==> config.mk <==
export PLATFORM = sky130hd
export DESIGN_NAME = cmdbuf_ctrl_regs
export DESIGN_NICKNAME = d
export VERILOG_FILES = /design/src/rtl/cmdbuf_pkg.sv /design/src/rtl/cmdbuf_bus_lanes.sv /design/src/rtl/cmdbuf_cmd_decode.sv /design/src/rtl/cmdbuf_ctrl_state.sv /design/src/rtl/cmdbuf_ctrl_regs.sv
export SDC_FILE = /design/constraint.sdc
export NUM_CORES = 1
export LEC_CHECK = 0
export BUFFER_PORTS_ARGS = -buffer_cell sky130_fd_sc_hd__buf_2
export CAP_MARGIN = 20
export CORE_MARGIN = 2
export CORE_UTILIZATION = 30
export DETAILED_ROUTE_END_ITERATION = 8
export PLACE_DENSITY_LB_ADDON = 0.2
export RECOVER_POWER = 50
export SLEW_MARGIN = 20
export SYNTH_ARGS = -nofsm -noshare
export SYNTH_HDL_FRONTEND = slang
export SYNTH_SLANG_ARGS = --single-unit
==> constraint.sdc <==
create_clock -name clk -period 3 [get_ports clk]
set_input_delay 0.15 -clock clk [delete_from_list [all_inputs] [get_ports clk]]
set_output_delay 0.15 -clock clk [all_outputs]
set_load 0.05 [all_outputs]
==> src/rtl/cmdbuf_pkg.sv <==
// Shared constants and types of the command-response buffer control window.
// Assumes a 32-bit host data path and a 128-byte window.
package cmdbuf_pkg;
    localparam int unsigned WIN_BYTES = 128;
    localparam int unsigned WORD_BYTES = 4;
    localparam int unsigned NUM_WORDS = WIN_BYTES / WORD_BYTES;
    localparam int unsigned WIN_AW = $clog2(WIN_BYTES);
    localparam int unsigned WORD_AW = $clog2(NUM_WORDS);

    // Register offsets; the host software contract depends on these
    localparam logic [6:0] OFS_LOC_STATE = 7'h00;
    localparam logic [6:0] OFS_LOC_CTRL  = 7'h08;
    localparam logic [6:0] OFS_LOC_STS   = 7'h0C;
    localparam logic [6:0] OFS_IFID_LO   = 7'h30;
    localparam logic [6:0] OFS_IFID_HI   = 7'h34;
    localparam logic [6:0] OFS_EXT_LO    = 7'h38;
    localparam logic [6:0] OFS_EXT_HI    = 7'h3C;
    localparam logic [6:0] OFS_REQ       = 7'h40;
    localparam logic [6:0] OFS_STS       = 7'h44;
    localparam logic [6:0] OFS_CANCEL    = 7'h48;
    localparam logic [6:0] OFS_START     = 7'h4C;
    localparam logic [6:0] OFS_IE        = 7'h50;
    localparam logic [6:0] OFS_IS        = 7'h54;
    localparam logic [6:0] OFS_CMD_SIZE  = 7'h58;
    localparam logic [6:0] OFS_CMD_LO    = 7'h5C;
    localparam logic [6:0] OFS_CMD_HI    = 7'h60;
    localparam logic [6:0] OFS_RSP_SIZE  = 7'h64;
    localparam logic [6:0] OFS_RSP_LO    = 7'h68;
    localparam logic [6:0] OFS_RSP_HI    = 7'h6C;

    // Whole-value command codes
    localparam logic [31:0] CODE_READY   = 32'd1;
    localparam logic [31:0] CODE_IDLE    = 32'd2;
    localparam logic [31:0] CODE_GO      = 32'd1;
    localparam logic [31:0] CODE_ABORT   = 32'd1;
    localparam logic [31:0] CODE_LOC_REQ = 32'd1;

    // Identity fields
    localparam logic [3:0] ID_TYPE     = 4'd1;
    localparam logic [3:0] ID_VERSION  = 4'd1;
    localparam logic [1:0] ID_XFER     = 2'd3;
    localparam logic       ID_CRB      = 1'b1;
    localparam logic [1:0] ID_SELECTOR = 2'd1;
    localparam logic [7:0] ID_REV      = 8'd1;
    localparam logic [15:0] ID_DEVICE  = 16'd1;

    typedef enum logic [1:0] {
        ACC_BYTE = 2'd0,
        ACC_HALF = 2'd1,
        ACC_WORD = 2'd2
    } acc_size_e;

    typedef struct packed {
        logic ready;
        logic go_idle;
        logic start;
        logic cancel;
        logic loc_req;
    } cmd_strobe_t;
endpackage

==> src/rtl/cmdbuf_bus_lanes.sv <==
// Byte-lane steering for the host bus: builds write byte enables and the
// lane-shifted write word, and extracts the addressed bytes on reads.
// Assumes accesses are naturally aligned; size 3 is treated as a word.
module cmdbuf_bus_lanes #(
    parameter int unsigned DATA_W = 32,
    localparam int unsigned NB = DATA_W / 8,
    localparam int unsigned OFS_W = $clog2(NB)
) (
    input  logic [OFS_W-1:0]  byte_ofs,
    input  logic [1:0]        size,
    input  logic [DATA_W-1:0] wdata,
    input  logic [DATA_W-1:0] rd_word,
    output logic [NB-1:0]     byte_en,
    output logic [DATA_W-1:0] wvalue,
    output logic [DATA_W-1:0] wlane,
    output logic [DATA_W-1:0] rdata
);
    logic [DATA_W-1:0] val_mask;
    int unsigned span;

    // Value mask and byte count for the access size
    always_comb begin
        case (size)
            2'd0: begin
                val_mask = {{(DATA_W-8){1'b0}}, 8'hFF};
                span = 1;
            end
            2'd1: begin
                val_mask = {{(DATA_W-16){1'b0}}, 16'hFFFF};
                span = 2;
            end
            default: begin
                val_mask = '1;
                span = NB;
            end
        endcase
    end

    // Per-lane enable from offset and span
    for (genvar i = 0; i < NB; i++) begin : g_be
        assign byte_en[i] = (i >= int'(byte_ofs)) && (i < int'(byte_ofs) + int'(span));
    end

    // Write value and its lane-shifted form; read extraction
    always_comb begin
        wvalue = wdata & val_mask;
        wlane  = wvalue << {byte_ofs, 3'b000};
        rdata  = (rd_word >> {byte_ofs, 3'b000}) & val_mask;
    end
endmodule

==> src/rtl/cmdbuf_cmd_decode.sv <==
// Decodes host writes to command registers into one-cycle strobes.
// A command fires only when the access hits the register offset exactly
// and the right-aligned value equals the whole code.
module cmdbuf_cmd_decode
    import cmdbuf_pkg::*;
(
    input  logic              wr_fire,
    input  logic [WIN_AW-1:0] addr,
    input  logic [31:0]       value,
    output cmd_strobe_t       strb
);
    // Offset and value match per command
    always_comb begin
        strb.ready   = wr_fire && (addr == OFS_REQ)      && (value == CODE_READY);
        strb.go_idle = wr_fire && (addr == OFS_REQ)      && (value == CODE_IDLE);
        strb.start   = wr_fire && (addr == OFS_START)    && (value == CODE_GO);
        strb.cancel  = wr_fire && (addr == OFS_CANCEL)   && (value == CODE_ABORT);
        strb.loc_req = wr_fire && (addr == OFS_LOC_CTRL) && (value == CODE_LOC_REQ);
    end
endmodule

==> src/rtl/cmdbuf_ctrl_state.sv <==
// Holds the handshake state (run, fatal, idle, locality flags), the
// interrupt enable word, and drives the backend start and cancel pulses.
// Assumes be_done arrives only as a one-cycle pulse.
module cmdbuf_ctrl_state
    import cmdbuf_pkg::*;
#(
    parameter int unsigned LEN_W = 32,
    parameter int unsigned BUF_SIZE = 32'hF80
) (
    input  logic             clk,
    input  logic             rst_n,
    input  cmd_strobe_t      strb,
    input  logic             done,
    input  logic             err,
    input  logic [3:0]       ie_we,
    input  logic [31:0]      ie_wlane,
    input  logic [LEN_W-1:0] hdr_len,
    output logic             running,
    output logic             fatal,
    output logic             idle,
    output logic             granted,
    output logic             seized,
    output logic             assigned,
    output logic             regvalid,
    output logic [31:0]      ie,
    output logic             be_start,
    output logic             be_cancel,
    output logic [LEN_W-1:0] be_len
);
    localparam logic [LEN_W-1:0] BUF_LEN = LEN_W'(BUF_SIZE);

    logic go;
    assign go = strb.start && !running;

    // Command-in-flight bit: set by an accepted start, cleared on completion
    always_ff @(posedge clk) begin
        if (!rst_n)       running <= 1'b0;
        else if (go)      running <= 1'b1;
        else if (done)    running <= 1'b0;
    end

    // Backend pulses and clipped length
    always_ff @(posedge clk) begin
        if (!rst_n) begin
            be_start  <= 1'b0;
            be_cancel <= 1'b0;
            be_len    <= '0;
        end else begin
            be_start  <= go;
            be_cancel <= strb.cancel && running;
            if (go) be_len <= (hdr_len > BUF_LEN) ? BUF_LEN : hdr_len;
        end
    end

    // Sticky fatal error from a failed completion
    always_ff @(posedge clk) begin
        if (!rst_n)           fatal <= 1'b0;
        else if (done && err) fatal <= 1'b1;
    end

    // Idle flag driven by ready and go-idle requests
    always_ff @(posedge clk) begin
        if (!rst_n)              idle <= 1'b0;
        else if (strb.ready)     idle <= 1'b0;
        else if (strb.go_idle)   idle <= 1'b1;
    end

    // Locality zero grant flags
    always_ff @(posedge clk) begin
        if (!rst_n) begin
            granted  <= 1'b0;
            seized   <= 1'b0;
            assigned <= 1'b0;
            regvalid <= 1'b0;
        end else if (strb.loc_req) begin
            granted  <= 1'b1;
            seized   <= 1'b0;
            assigned <= 1'b1;
            regvalid <= 1'b1;
        end
    end

    // Interrupt enable storage, one process per byte lane
    for (genvar b = 0; b < 4; b++) begin : g_ie
        always_ff @(posedge clk) begin
            if (!rst_n)        ie[8*b +: 8] <= 8'h00;
            else if (ie_we[b]) ie[8*b +: 8] <= ie_wlane[8*b +: 8];
        end
    end
endmodule

==> src/rtl/cmdbuf_ctrl_regs.sv <==
// Top of the command-response buffer control window. Steers host byte lanes,
// decodes command writes, keeps handshake state and assembles the read image.
// Assumes naturally aligned host accesses and a single locality.
module cmdbuf_ctrl_regs
    import cmdbuf_pkg::*;
#(
    parameter logic [63:0] BASE_ADDR = 64'h0000_0000_FED4_0000,
    parameter int unsigned PAGE_SIZE = 4096,
    parameter logic [15:0] VENDOR_ID = 16'hABCD,
    parameter int unsigned LEN_W = 32
) (
    input  logic              clk,
    input  logic              rst_n,
    input  logic              bus_sel,
    input  logic              bus_wr,
    input  logic [WIN_AW-1:0] bus_addr,
    input  logic [1:0]        bus_size,
    input  logic [31:0]       bus_wdata,
    output logic [31:0]       bus_rdata,
    input  logic [LEN_W-1:0]  cmd_hdr_len,
    output logic              be_start,
    output logic [LEN_W-1:0]  be_len,
    output logic              be_cancel,
    input  logic              be_done,
    input  logic              be_err
);
    localparam int unsigned BUF_SIZE = PAGE_SIZE - WIN_BYTES;
    localparam logic [63:0] BUF_ADDR = BASE_ADDR + 64'(WIN_BYTES);
    localparam logic [31:0] IFID_LO = {ID_REV, 4'b0, 1'b0, ID_SELECTOR, 2'b0,
                                       ID_CRB, 1'b0, ID_XFER, 1'b0, 1'b0, 1'b0,
                                       ID_VERSION, ID_TYPE};
    localparam logic [31:0] IFID_HI = {ID_DEVICE, VENDOR_ID};

    logic             wr_fire;
    logic [3:0]       byte_en;
    logic [31:0]      wvalue;
    logic [31:0]      wlane;
    logic [31:0]      rd_word;
    logic [3:0]       ie_we;
    cmd_strobe_t      strb;
    logic             running, fatal, idle, granted, seized, assigned, regvalid;
    logic [31:0]      ie;
    logic [31:0]      img [NUM_WORDS];

    assign wr_fire = bus_sel && bus_wr;

    cmdbuf_bus_lanes #(.DATA_W(32)) i_lanes (
        .byte_ofs (bus_addr[1:0]),
        .size     (bus_size),
        .wdata    (bus_wdata),
        .rd_word  (rd_word),
        .byte_en  (byte_en),
        .wvalue   (wvalue),
        .wlane    (wlane),
        .rdata    (bus_rdata)
    );

    cmdbuf_cmd_decode i_decode (
        .wr_fire (wr_fire),
        .addr    (bus_addr),
        .value   (wvalue),
        .strb    (strb)
    );

    // Byte enables reach storage only for the interrupt enable word
    assign ie_we = (wr_fire && (bus_addr[WIN_AW-1:2] == OFS_IE[WIN_AW-1:2])) ? byte_en : 4'b0;

    cmdbuf_ctrl_state #(.LEN_W(LEN_W), .BUF_SIZE(BUF_SIZE)) i_state (
        .clk       (clk),
        .rst_n     (rst_n),
        .strb      (strb),
        .done      (be_done),
        .err       (be_err),
        .ie_we     (ie_we),
        .ie_wlane  (wlane),
        .hdr_len   (cmd_hdr_len),
        .running   (running),
        .fatal     (fatal),
        .idle      (idle),
        .granted   (granted),
        .seized    (seized),
        .assigned  (assigned),
        .regvalid  (regvalid),
        .ie        (ie),
        .be_start  (be_start),
        .be_cancel (be_cancel),
        .be_len    (be_len)
    );

    // Assemble the read image; unlisted words are reserved and read zero
    always_comb begin
        for (int w = 0; w < int'(NUM_WORDS); w++) img[w] = 32'h0;
        img[OFS_LOC_STATE[WIN_AW-1:2]] = {24'b0, regvalid, 5'b0, assigned, 1'b0};
        img[OFS_LOC_CTRL[WIN_AW-1:2]]  = 32'h0;
        img[OFS_LOC_STS[WIN_AW-1:2]]   = {30'b0, seized, granted};
        img[OFS_IFID_LO[WIN_AW-1:2]]   = IFID_LO;
        img[OFS_IFID_HI[WIN_AW-1:2]]   = IFID_HI;
        img[OFS_EXT_LO[WIN_AW-1:2]]    = 32'h0;
        img[OFS_EXT_HI[WIN_AW-1:2]]    = 32'h0;
        img[OFS_REQ[WIN_AW-1:2]]       = 32'h0;
        img[OFS_STS[WIN_AW-1:2]]       = {30'b0, idle, fatal};
        img[OFS_CANCEL[WIN_AW-1:2]]    = 32'h0;
        img[OFS_START[WIN_AW-1:2]]     = {31'b0, running};
        img[OFS_IE[WIN_AW-1:2]]        = ie;
        img[OFS_IS[WIN_AW-1:2]]        = 32'h0;
        img[OFS_CMD_SIZE[WIN_AW-1:2]]  = 32'(BUF_SIZE);
        img[OFS_CMD_LO[WIN_AW-1:2]]    = BUF_ADDR[31:0];
        img[OFS_CMD_HI[WIN_AW-1:2]]    = BUF_ADDR[63:32];
        img[OFS_RSP_SIZE[WIN_AW-1:2]]  = 32'(BUF_SIZE);
        img[OFS_RSP_LO[WIN_AW-1:2]]    = BUF_ADDR[31:0];
        img[OFS_RSP_HI[WIN_AW-1:2]]    = BUF_ADDR[63:32];
    end

    // Word select for the read path
    assign rd_word = img[bus_addr[WIN_AW-1:2]];
endmodule

# Word-level counts from Yosys, hierarchy flattened
# Cells that the tools add are included.
[op_classes]
addsub = 1
n_lt_le_gt_ge = 9
n_eq_ne = 8
shifts = 2
muxes = 9
n_bitwise = 4
n_reduce_logical = 21
[ops]
columns = ["operator", "n"]
rows = [
  ["$bmux 32 s5", 1],
  ["$mux 32", 3],
  ["$and 32x32->32", 2],
  ["$lt 3x32->1 const A", 2],
  ["$pmux 32 s2", 1],
  ["$eq 32x1->1 const B", 1],
  ["$eq 32x2->1 const B", 1],
  ["$gt 32x12->1 const B", 1],
  ["$lt 1x32->1 const A", 1],
  ["$lt 2x32->1 const A", 1],
  ["$shl 32x5->32", 1],
  ["$shr 32x5->32", 1],
  ["$eq 7x7->1 const B", 3],
  ["$logic_and 1x1->1", 17],
  ["$eq 7x4->1 const B", 1],
  ["$ge 6x6->1 const B", 1],
  ["$not 5->6", 1],
  ["$pmux 3 s2", 1],
  ["$eq 5x5->1 const B", 1],
  ["$add 2x3->4", 1],
  ["$ge 1x2->1 const A", 2],
  ["$mux 4", 1],
  ["$eq 2x1->1 const B", 1],
  ["$ge 2x2->1 const A", 1],
  ["6 further kinds", 7],
]
[totals]
ff_bits = 70
input_bits = 79
output_inout_bits = 66
wordCells = 65

# Longest topological paths before layout
# Gate-level depths: netlist of the first run.
[logic_depth]
ltp_word = 7
ltp_mapped = 11
depth_no_buf = 10

# By module
# From an unflattened synthesis of the first run, not the netlist that was laid out.
[hier_totals]
hier_cells = 568
hier_area_um2 = 4765.8
[modules_own_cells]
columns = ["module", "instances", "cells_each", "area_per_inst_um2", "seq_area_each_um2"]
rows = [
  ["cmdbuf_ctrl_state", 1, 232, 2566.2, 1401.3],
  ["cmdbuf_bus_lanes", 1, 210, 1376.3, 0.0],
  ["cmdbuf_ctrl_regs", 1, 102, 636.9, 0.0],
  ["cmdbuf_cmd_decode", 1, 24, 186.4, 0.0],
]

# Least setup slack after synthesis of the first run
# Ideal clock, no wire load.
[synth_path]
kind = "input port to output port"
start = "in bus_addr[2]"
end = "out bus_rdata[12]"
arrival_time_ns = 2.492
t_required_ns = 2.850
path_slack_ns = 0.358
path_stages = 9
n_path_buf = 2
path_cell_list = "clkbuf_1 > clkbuf_1 > inv_1 > ha_1 > nor2b_1 > o21ai_0 > a21oi_1 > nand2_1 > a211oi_1"
[synth_via]
elab_chain_cells = 6
[synth_rtl]
columns = ["element", "line_no", "text"]
rows = [
  ["from (decl)", "cmdbuf_ctrl_regs.sv:16", "input logic [WIN_AW-1:0] bus_addr,"],
  ["$not 5->6 (not written as such)", "cmdbuf_ctrl_regs.sv:115", "assign rd_word = img[bus_addr[WIN_AW-1:2]];"],
  ["$bmux 32 s5", "cmdbuf_ctrl_regs.sv:115", ""],
  ["$mux 32 (not written as such) (2 in series)", "cmdbuf_ctrl_regs.sv:115", ""],
  ["$shr 32x5->32", "cmdbuf_bus_lanes.sv:48", "rdata = (rd_word >> {byte_ofs, 3'b000}) & val_mask;"],
  ["$and 32x32->32", "cmdbuf_bus_lanes.sv:48", ""],
  ["to (decl)", "cmdbuf_ctrl_regs.sv:19", "output logic [31:0] bus_rdata,"],
]
# Every way passes these cells. The select of a mux whose other input is x is not followed.

# Worst setup path after layout of the first run
[layout_path]
start = "in bus_addr[3]"
end = "out bus_rdata[6]"
# Same word-level chain as after synthesis.

==> impl_metrics.py, run 1 <==
metrics = {
    "critical_path": {
        "startpoint_type": "input pin",
        "critPathArrivalTime_ps": 2290,
        "critPathKind": "input pin to output port",
        "crit_path_end_kind": "output port",
        "critical_path.max_fanout": 22,
        "critical_path.reg2reg.startpoint": "i_state.running$_SDFFE_PN0P_",
        "crit_path_start": "bus_addr[3]",
        "worstPathRequired_ps": 2850,
    },
    "power_and_ir_drop": {
        "leakagePower_uw": 0.002438,
        "power_per_cell_area_nw_per_um2": 455.2,
        "vdd_drop_max_v": 0.0002639,
        "power_uw": 2489,
    },
    "yosys": {
        "syn_area_sq_um": 4345,
        "synth-edff-count": 0,
        "compound_gate_fraction_of_synth_area_pct": 23.50,
        "synth_sequential_area_ratio_pct": 32.25,
        "yosysWarnings": 0,
        "post_synth_fa_ha_maj_area_fraction_pct": 2.188,
        "ys_async_sr_fraction_pct": 0,
        "post_synth.cell_area_avg_sq_um": 8.047,
        "synthesis.nets": 626,
        "post_synth_and_or_nand_nor_area_fraction_pct": 25.94,
        "synthMuxAreaShare_pct": 10.34,
        "synth_xor_xnor_area_share_pct": 0,
        "yosys_register_bits": 70,
        "synth-main-ff-cell": "dfxtp_1",
        "syn_inst": 540,
        "netlist-cell-type-count": 57,
        "largest_family_of_logic_cells_by_synthesized_area": "simple AND/OR/NAND/NOR gates",
    },
    "grt": {
        "grt_pass1_wl_um": 23820,
        "overflow": 0,
        "number_of_antenna_violations_at_the_first_check_in_global_routing": 1,
        "number_of_global_route_vias_before_repair": 4413,
        "grt.total_usage_pct": 19.08,
        "grt_max_degree": 38,
    },
    "clock_tree": {
        "cts_repair_resize_count": 0,
        "clock_sinks": 70,
        "tritoncts": "built",
        "cts_made_buffers": 9,
        "cts_root_buf": "clkbuf_16",
        "cts_hold_repair.buffers": 0,
        "clockBufferDepth": 2,
        "cts_htree_levels": 3,
        "clock_pin_transition_on_the_worst_setup_and_hold_timing_paths_ps": 60,
        "post_cts.repair.setup_buffers": 0,
        "clock_insertion_delay_worst_skew_ps": 330,
    },
    "floorplanning": {
        "core_region_area_sq_um": 13990,
        "dieWidth_um": 124.4,
        "rows": 43,
        "io_pins": 145,
        "initial_utilization_pct": 31.06,
        "die_area_sq_um": 15460,
        "die_h_um": 124.4,
    },
    "timing": {
        "rsz_0062_raised_after_global_routing": "false",
        "fin_setup_tns_ps": 0,
        "hold_violations": 0,
        "worst_slew_pin_slew_ps": 1276,
        "final-max-slew-violation-count": 0,
        "finalCritPeriodShare_pct": 81.49,
        "timing.final.crit_period_ps": 2445,
        "report.final.setup_viol": 0,
        "fin_skew_ps": 2.586,
        "setup_ws_ps": 555.3,
        "worst_slew_margin_rel_pct": 14.96,
        "max_freq_mhz": 409.1,
    },
    "flow_run": {
        "maxCapViolCount": 0,
    },
    "final_layout": {
        "finalNetCount": 750,
        "area.growth.synth_to_final_pct": 25.86,
        "highest_count_cells_in_the_layout_ignoring_fill_and_taps": "buf_2, dfxtp_1, nor2_1",
        "fillers": 1511,
        "antenna_cells_inserted": 0,
        "drive_gt1_share_pct": 23.02,
        "fin_cells": 849,
        "layout.cells.most_common": "buf_2",
    },
    "detailed_routing": {
        "dr_total_vias": 4565,
        "route.detailed.drc": 0,
        "ant_nets": 0,
        "postRouteWirelength_um": 15160,
        "routedWlPerCell_um": 17.86,
        "dr.first_iter.drc_count": 343,
        "drt_pass1_iterations": 5,
        "route.detailed.vias_per_inst": 5.377,
    },
    "placed_design": {
        "place.gp.congestion": 0.8613,
        "detailedPlacementHpwl_um": 11820,
        "io_buffers": 144,
        "post-place-ws_ps": 339.4,
        "post-place-cells": 833,
    },
    "worst_hold_path": {
        "worst_min_path_start": "be_err",
        "min_path_type": "input pin to register",
    },
    "outcome": {
        "run_status": "completed",
    },
}
final timing paths:
path | end | slack (ps) | cells after the start
setup / recovery | bus_rdata[6] | 560 | 9
hold / removal | i_state.fatal$_SDFFE_PN0P_ | 60 | 3
setup reg to reg | i_state.be_len[9]$_SDFFE_PN0P_ | 930 | 5
hold reg to reg | i_state.granted$_SDFFE_PN0P_ | 470 | 2
flip-flops by register name (all words and copies together) (netlist names):
name,flops
i_state.be_start,1
i_state.idle,1
i_state.fatal,1
i_state.be_len,32
i_state.be_cancel,1
i_state.ie,32
i_state.running,1
i_state.granted,1
synth_stat cells (all sizes together) (13+ instances only):
master  number  area share [%]
a211oi      14             2.4
a21oi       40             4.6
and3        24             3.5
buf         15             1.9
clkbuf      29             2.5
dfxtp       70              32
inv         16             1.4
mux2i       28             6.4
nand2       38             3.3
nor2        61             5.3
nor3b       13             2.4
nor4        16             2.7
o21ai       37             4.3
power by group:
part           switching (uW)  internal (uW)  leakage (uW)
logic                     262            128       0.00172
clock network             410            756      0.000156
registers                1.84            932      0.000564
total                     674           1820       0.00244
per-layer routing:
layer | GRT usage (%) | part of all wire [%] | vias up
met3 | 4.338 | 6.8 | 21
li1 | - | - | 2237
met2 | 30.83 | 45 | 175
met5 | 0 | 0.066 | -
met4 | 5.288 | 1.6 | 2
met1 | 25.55 | 47 | 2130
critical path, stage by stage:
cell     delay [ps]
buf_2           340
ha_1            260
nor2b_1         190
o21a_1          170
buf_4           160
o21ai_0         200
mux4_2          500
inv_1            60
buf_2           250
per-stage QoR:
stage | utilization, % | hold slack, ps | area, sq um
floorplan | - | 287.5 | 4345
detailed placement | 37.16 | 403.6 | 5197
global route | 39.10 | 64.41 | 5469
CTS | 39.53 | 52.05 | 5529
finish | 39.10 | 58.34 | 5469
global placement | 37.16 | 386.0 | 5197
logic make-up (layout without fill, tap and decap cells):
kind of cell	Yosys count	count (layout)
adder cells (fa/ha/maj)	7	7
AND/OR/NAND/NOR	208	208
AO/OA/AOI/OAI	155	155
flip-flops	70	70
multiplexers	40	40
buffers and inverters	60	189
area by class of cell:
class	count	area (sq um)	area share, %
Inverter	16	60.06	1.098
Sequential cell	70	1401	25.62
Multi-Input combinational cell	410	2685	49.10
Tap cell	180	225.2	4.118
Timing Repair Buffer	157	765.7	14.00
Clock inverter	6	92.59	1.693
Clock buffer	10	239.0	4.370
No activity file was read; power rests on OpenSTA's default activity.
==> run 2: changes to the inputs <==
==> constraint.sdc (replaced) <==
create_clock -name clk -period 2 [get_ports clk]
set_input_delay 0.1 -clock clk [delete_from_list [all_inputs] [get_ports clk]]
set_output_delay 0.1 -clock clk [all_outputs]
set_load 0.05 [all_outputs]
==> run 2 against run 1 <==
  * Non-clock buffer count up 67
  * Register-to-register slack got worse by 500 ps
  * Cell count is 7.9% higher
  * Clock-buffer cell count is 1 lower
  * Clock skew up 2.5 ps
  * Sequential power up 50%
  * Critical endpoint is now bus_rdata[3]
==> impl_metrics.py, run 2 (synthesized netlist as in run 1, its figures left out) <==
metrics = {
    "critical_path": {
        "worst_r2r_path_depth": 4,
        "critPathKind": "register to output port",
        "critPathArrivalTime_ps": 1880,
        "startpoint_type": "register",
        "worstPathRequired_ps": 1900,
        "crit_path_end_kind": "output port",
        "critical_path.max_fanout": 2,
    },
    "timing": {
        "hold_violations": 0,
        "timing.final.crit_period_ps": 1978,
        "rsz_0062_raised_after_global_routing": "true",
        "final-max-slew-violation-count": 0,
        "report.final.setup_viol": 0,
        "finalCritPeriodShare_pct": 98.88,
        "max_freq_mhz": 505.7,
        "fin_skew_ps": 5.098,
        "holdWs_ps": 12.80,
        "worst_slew_margin_rel_pct": 19.75,
        "worst_slew_pin_slew_ps": 1202,
    },
    "floorplanning": {
        "io_pins": 145,
        "die_h_um": 124.4,
        "core_region_area_sq_um": 13990,
        "rows": 43,
        "dieWidth_um": 124.4,
        "initial_utilization_pct": 31.06,
        "die_area_sq_um": 15460,
    },
    "grt": {
        "grt_max_degree": 38,
        "grt.total_usage_pct": 20.11,
        "overflow": 0,
        "number_of_global_route_vias_before_repair": 4789,
        "number_of_antenna_violations_at_the_first_check_in_global_routing": 0,
        "grt_pass1_wl_um": 25330,
    },
    "placed_design": {
        "detailedPlacementHpwl_um": 12670,
        "io_buffers": 144,
        "place.gp.congestion": 0.8972,
    },
    "clock_tree": {
        "cts_root_buf": "clkbuf_16",
        "clock_sinks": 70,
        "tritoncts": "built",
        "cts_htree_levels": 3,
        "clock_pin_transition_on_the_worst_setup_and_hold_timing_paths_ps": 60,
        "clock_insertion_delay_worst_skew_ps": 330,
        "clockBufferDepth": 2,
        "cts_made_buffers": 9,
    },
    "flow_run": {
        "maxCapViolCount": 0,
    },
    "final_layout": {
        "area.growth.synth_to_final_pct": 46.39,
        "fillers": 1406,
        "drive_gt1_share_pct": 36.28,
        "finalNetCount": 817,
        "register_area_sq_um": 1403,
        "antenna_cells_inserted": 0,
        "multiInputGateArea_sq_um": 2925,
        "top_regs": "i_state.be_len x32, i_state.ie x32",
        "layout.cells.most_common": "buf_2",
        "share_of_the_core_filled_with_cells_pct": 45.47,
        "highest_count_cells_in_the_layout_ignoring_fill_and_taps": "buf_2, buf_4, dfxtp_1",
    },
    "worst_hold_path": {
        "min_path_type": "input pin to register",
        "timing.hold.worst_path_depth": 3,
    },
    "detailed_routing": {
        "routedWlPerCell_um": 17.49,
        "route.detailed.drc": 0,
        "dr.first_iter.drc_count": 316,
        "ant_nets": 0,
        "dr_total_vias": 4916,
        "drt_pass1_iterations": 7,
        "postRouteWirelength_um": 16020,
        "route.detailed.vias_per_inst": 5.367,
    },
    "outcome": {
        "run_status": "completed",
    },
    "power_and_ir_drop": {
        "leakagePower_uw": 0.002790,
        "vdd_drop_max_v": 0.0004264,
        "power_per_cell_area_nw_per_um2": 612.8,
    },
}
[run 2: changes by cell type in the layout (fill, tap and decap cells not counted), moves of 6 or more]
cell and change:
buf_6 +6, clkbuf_4 +6, buf_4 +63, nor2_1 -7, nor3b_2 +8, nor3b_1 -10, buf_2 -18
[run 2: layout make-up]
type                            instances  area share, %
Clock inverter                          7          1.613
Inverter                               16          1.161
Timing Repair Buffer                  224          22.11
Clock buffer                            9          3.541
Tap cell                              180          3.541
Multi-Input combinational cell        410          45.99
Sequential cell                        70          22.05
[run 2: where the power goes]
group          switching, uW  internal, uW
sequential              2.30          1400
clock                    638          1110
combinational            452           301
total                   1090          2810
[run 2: metrics by stage]
stage	total power, uW	cell area [sq um]	TNS, ps	worst slack [ps]	instances
after CTS	3901	6291	0	0.6646	915
after global placement	2148	5909	-5365	-164.6	899
after detailed placement	2150	5909	-8003	-217.6	899
after floorplan	1825	4517	-840.5	-111.6	540
after global routing	4019	6361	-220.6	-45.97	916
final	3898	6361	0	22.38	916
[run 2: final timing paths]
| check | startpoint | slack (ps) | end |
|---|---|---|---|
| max | i_state.ie[27]$_SDFFE_PN0P_ | 20 | bus_rdata[3] |
| min | be_err | 10 | i_state.fatal$_SDFFE_PN0P_ |
| max reg2reg | i_state.running$_SDFFE_PN0P_ | 430 | i_state.be_len[22]$_SDFFE_PN0P_ |
| min reg2reg | i_state.granted$_SDFFE_PN0P_ | 470 | i_state.granted$_SDFFE_PN0P_ |
[run 2: per-layer routing]
layer / GRT usage (%) / share of wire [%]
met1: 26.90 / 45
met2: 32.85 / 48
met3: 3.479 / 5.8
met4: 6.675 / 1.5
met5: 0 / 0
[run 2: what timing repair did]
item                       in CTS  in global routing
gates cloned                    0                  0
setup endpoints to repair      12                 36
hold buffers                    0                  0
pin swaps                       0                  1
resized for setup              15                 43
setup buffers                   0                  1
[run 2: critical path: stages (launching register included)]
cell	delay (ps)
dfxtp_1	340
nor3b_4	210
o21a_1	130
o21ai_0	130
mux4_2	510
clkinvlp_4	90
buf_6	150
==> run 3: changes to the inputs <==
--- a/config.mk
+++ b/config.mk
@@ -10,7 +10,7 @@
 export CORE_MARGIN = 2
 export CORE_UTILIZATION = 30
 export DETAILED_ROUTE_END_ITERATION = 8
-export PLACE_DENSITY_LB_ADDON = 0.2
+export PLACE_DENSITY = 0.55
 export RECOVER_POWER = 50
 export SLEW_MARGIN = 20
 export SYNTH_ARGS = -nofsm -noshare
==> run 3 against run 2 <==
  * Hold slack better by 3.1 ps
  * Die area stayed put
  * Worst setup slack better by 17 ps
  * Sequential power hardly changed
  * Largest power group unchanged
  * Register-to-register slack worse by 50 ps
  * Critical path type unchanged
  * Critical endpoint is now bus_rdata[2]
==> impl_metrics.py, run 3 (synthesized netlist as in run 1, its figures left out) <==
metrics = {
    "outcome": {
        "run_status": "completed",
    },
    "floorplanning": {
        "die_area_sq_um": 15460,
        "core_region_area_sq_um": 13990,
        "dieWidth_um": 124.4,
        "io_pins": 145,
        "initial_utilization_pct": 31.06,
        "die_h_um": 124.4,
        "rows": 43,
    },
    "timing": {
        "timing.final.crit_period_ps": 1961,
        "fin_skew_ps": 4.458,
        "hold_violations": 0,
        "worst_slew_margin_rel_pct": 56.10,
        "finalCritPeriodShare_pct": 98.05,
        "holdWs_ps": 15.86,
        "report.final.setup_viol": 0,
        "worst_slew_pin_slew_ps": 657.6,
        "max_freq_mhz": 509.9,
        "setup_ws_ps": 38.90,
        "rsz_0062_raised_after_global_routing": "true",
        "final-max-slew-violation-count": 0,
    },
    "final_layout": {
        "design_area_sq_um": 6272,
        "area.growth.synth_to_final_pct": 44.34,
        "antenna_cells_inserted": 0,
        "highest_count_cells_in_the_layout_ignoring_fill_and_taps": "buf_2, buf_4, dfxtp_1",
        "drive_gt1_share_pct": 36.81,
        "layout.cells.most_common": "buf_2",
        "finalNetCount": 820,
        "fin_cells": 919,
        "top_regs": "i_state.be_len x32, i_state.ie x32",
    },
    "power_and_ir_drop": {
        "clock_network_power_share_pct": 42.1,
        "power_per_cell_area_nw_per_um2": 590.8,
        "internal-power_uw": 2588,
        "p_switching_uw": 1117,
        "leakagePower_uw": 0.002780,
        "pwr-share-comb_pct": 20.1,
        "power.switching_fraction_pct": 30.15,
        "vdd_drop_max_v": 0.0003908,
        "power.share.sequential_pct": 37.8,
    },
    "critical_path": {
        "path_buf_inv": 2,
        "worstPathRequired_ps": 1900,
        "critical-path-max-stage-delay_ps": 520,
        "worst_path_max_delay_cell": "mux4_2",
        "critical_path.max_fanout": 2,
        "cells_along_the_critical_path": "nor3b_2 > o21a_1 > o21ai_0 > mux4_2 > clkinvlp_4 > buf_8",
        "critPathArrivalTime_ps": 1860,
        "crit_path_end_kind": "output port",
        "critPathKind": "register to output port",
        "startpoint_type": "register",
        "critical-path-top-delay-family": "multiplexers",
    },
    "placed_design": {
        "detailedPlacementHpwl_um": 12580,
        "post-place-ws_ps": -243.3,
        "placed_area_sq_um": 5927,
        "place.gp.congestion": 0.8537,
        "post-place-cells": 903,
        "io_buffers": 144,
    },
    "worst_hold_path": {
        "min_path_type": "input pin to register",
    },
    "detailed_routing": {
        "postRouteWirelength_um": 16180,
        "drt_pass1_iterations": 5,
        "ant_nets": 0,
        "routedWlPerCell_um": 17.61,
        "route.detailed.drc": 0,
        "dr_total_vias": 4875,
        "route.detailed.vias_per_inst": 5.305,
        "dr.first_iter.drc_count": 279,
    },
    "clock_tree": {
        "clock_sinks": 70,
        "clock_insertion_delay_worst_skew_ps": 340,
        "clockBufferDepth": 2,
        "cts_made_buffers": 9,
        "cts_htree_levels": 3,
        "tritoncts": "built",
        "post_cts.repair.setup_buffers": 0,
        "cts_root_buf": "clkbuf_16",
        "clock_pin_transition_on_the_worst_setup_and_hold_timing_paths_ps": 60,
    },
    "grt": {
        "grt_max_degree": 38,
        "grt_pass1_wl_um": 25500,
        "overflow": 0,
        "number_of_antenna_violations_at_the_first_check_in_global_routing": 0,
        "grt.total_usage_pct": 20.20,
        "number_of_global_route_vias_before_repair": 4809,
    },
    "flow_run": {
        "maxCapViolCount": 0,
    },
}
==> run 3: cell types whose count changed in the layout (fill, tap and decap cells not counted), sizes merged <==
cell | previous run | this run
bufinv | 2 | 0
clkinv | 1 | 2
buf | 177 | 175
clkbuf | 56 | 61
dlymetal6s2s | 0 | 1
==> run 3: cell type report <==
class | count | area [sq um]
Inverter | 16 | 73.82
Multi-Input combinational cell | 410 | 2917
Timing Repair Buffer | 227 | 1359
Clock buffer | 10 | 239.0
Sequential cell | 70 | 1405
Clock inverter | 6 | 53.80
Fill cell | 1438 | 7716
Tap cell | 180 | 225.2
==> run 3: timing repair <==
item | CTS | global route
gates resized for setup | 13 | 34
gates cloned | 0 | 0
hold buffers | 0 | 0
pin swaps | 0 | 3
endpoints found under the setup margin | 8 | 21
==> run 3: worst paths after layout <==
| kind | from | slack (ps) | end | depth (start not counted) |
|---|---|---|---|---|
| min reg2reg | i_state.granted$_SDFFE_PN0P_ | 480 | i_state.granted$_SDFFE_PN0P_ | 2 |
| min | be_err | 20 | i_state.fatal$_SDFFE_PN0P_ | 3 |
| max | i_state.ie[26]$_SDFFE_PN0P_ | 40 | bus_rdata[2] | 6 |
| max reg2reg | i_state.running$_SDFFE_PN0P_ | 380 | i_state.be_len[10]$_SDFFE_PN0P_ | 5 |
==> run 3: per-stage QoR <==
step	util (%)	power [uW]	TNS (ps)
detailed placement	42.37	2153	-9113
floorplan	-	1825	-840.5
finish	44.84	3706	0
CTS	44.78	3710	0
global placement	42.37	2148	-7962
global route	44.84	3833	-36.04
==> run 3: tightest hold or removal path, delay by kind of cell <==
kind,cells,cell delay [ps]
AO/OA/AOI/OAI,1,50
AND/OR/NAND/NOR,1,90
buffers and inverters,1,70
==> run 3: power by group through the flow <==
stage | clock network, uW | registers (uW) | logic, uW
after floorplan | 0 | 1430 | 395
after global placement | 0 | 1430 | 717
after detailed placement | 0 | 1430 | 723
after CTS | 1580 | 1400 | 732
after global routing | 1630 | 1400 | 805
final | 1560 | 1400 | 746
==> run 3: metal layers <==
metal / track usage, % / vias up / part of all wire, %
li1: - / 2388 / -
met1: 27.46 / 2326 / 47
met2: 33.24 / 141 / 47
met3: 2.835 / 20 / 4.3
met4: 6.081 / 0 / 1.8
met5: 0 / - / 0
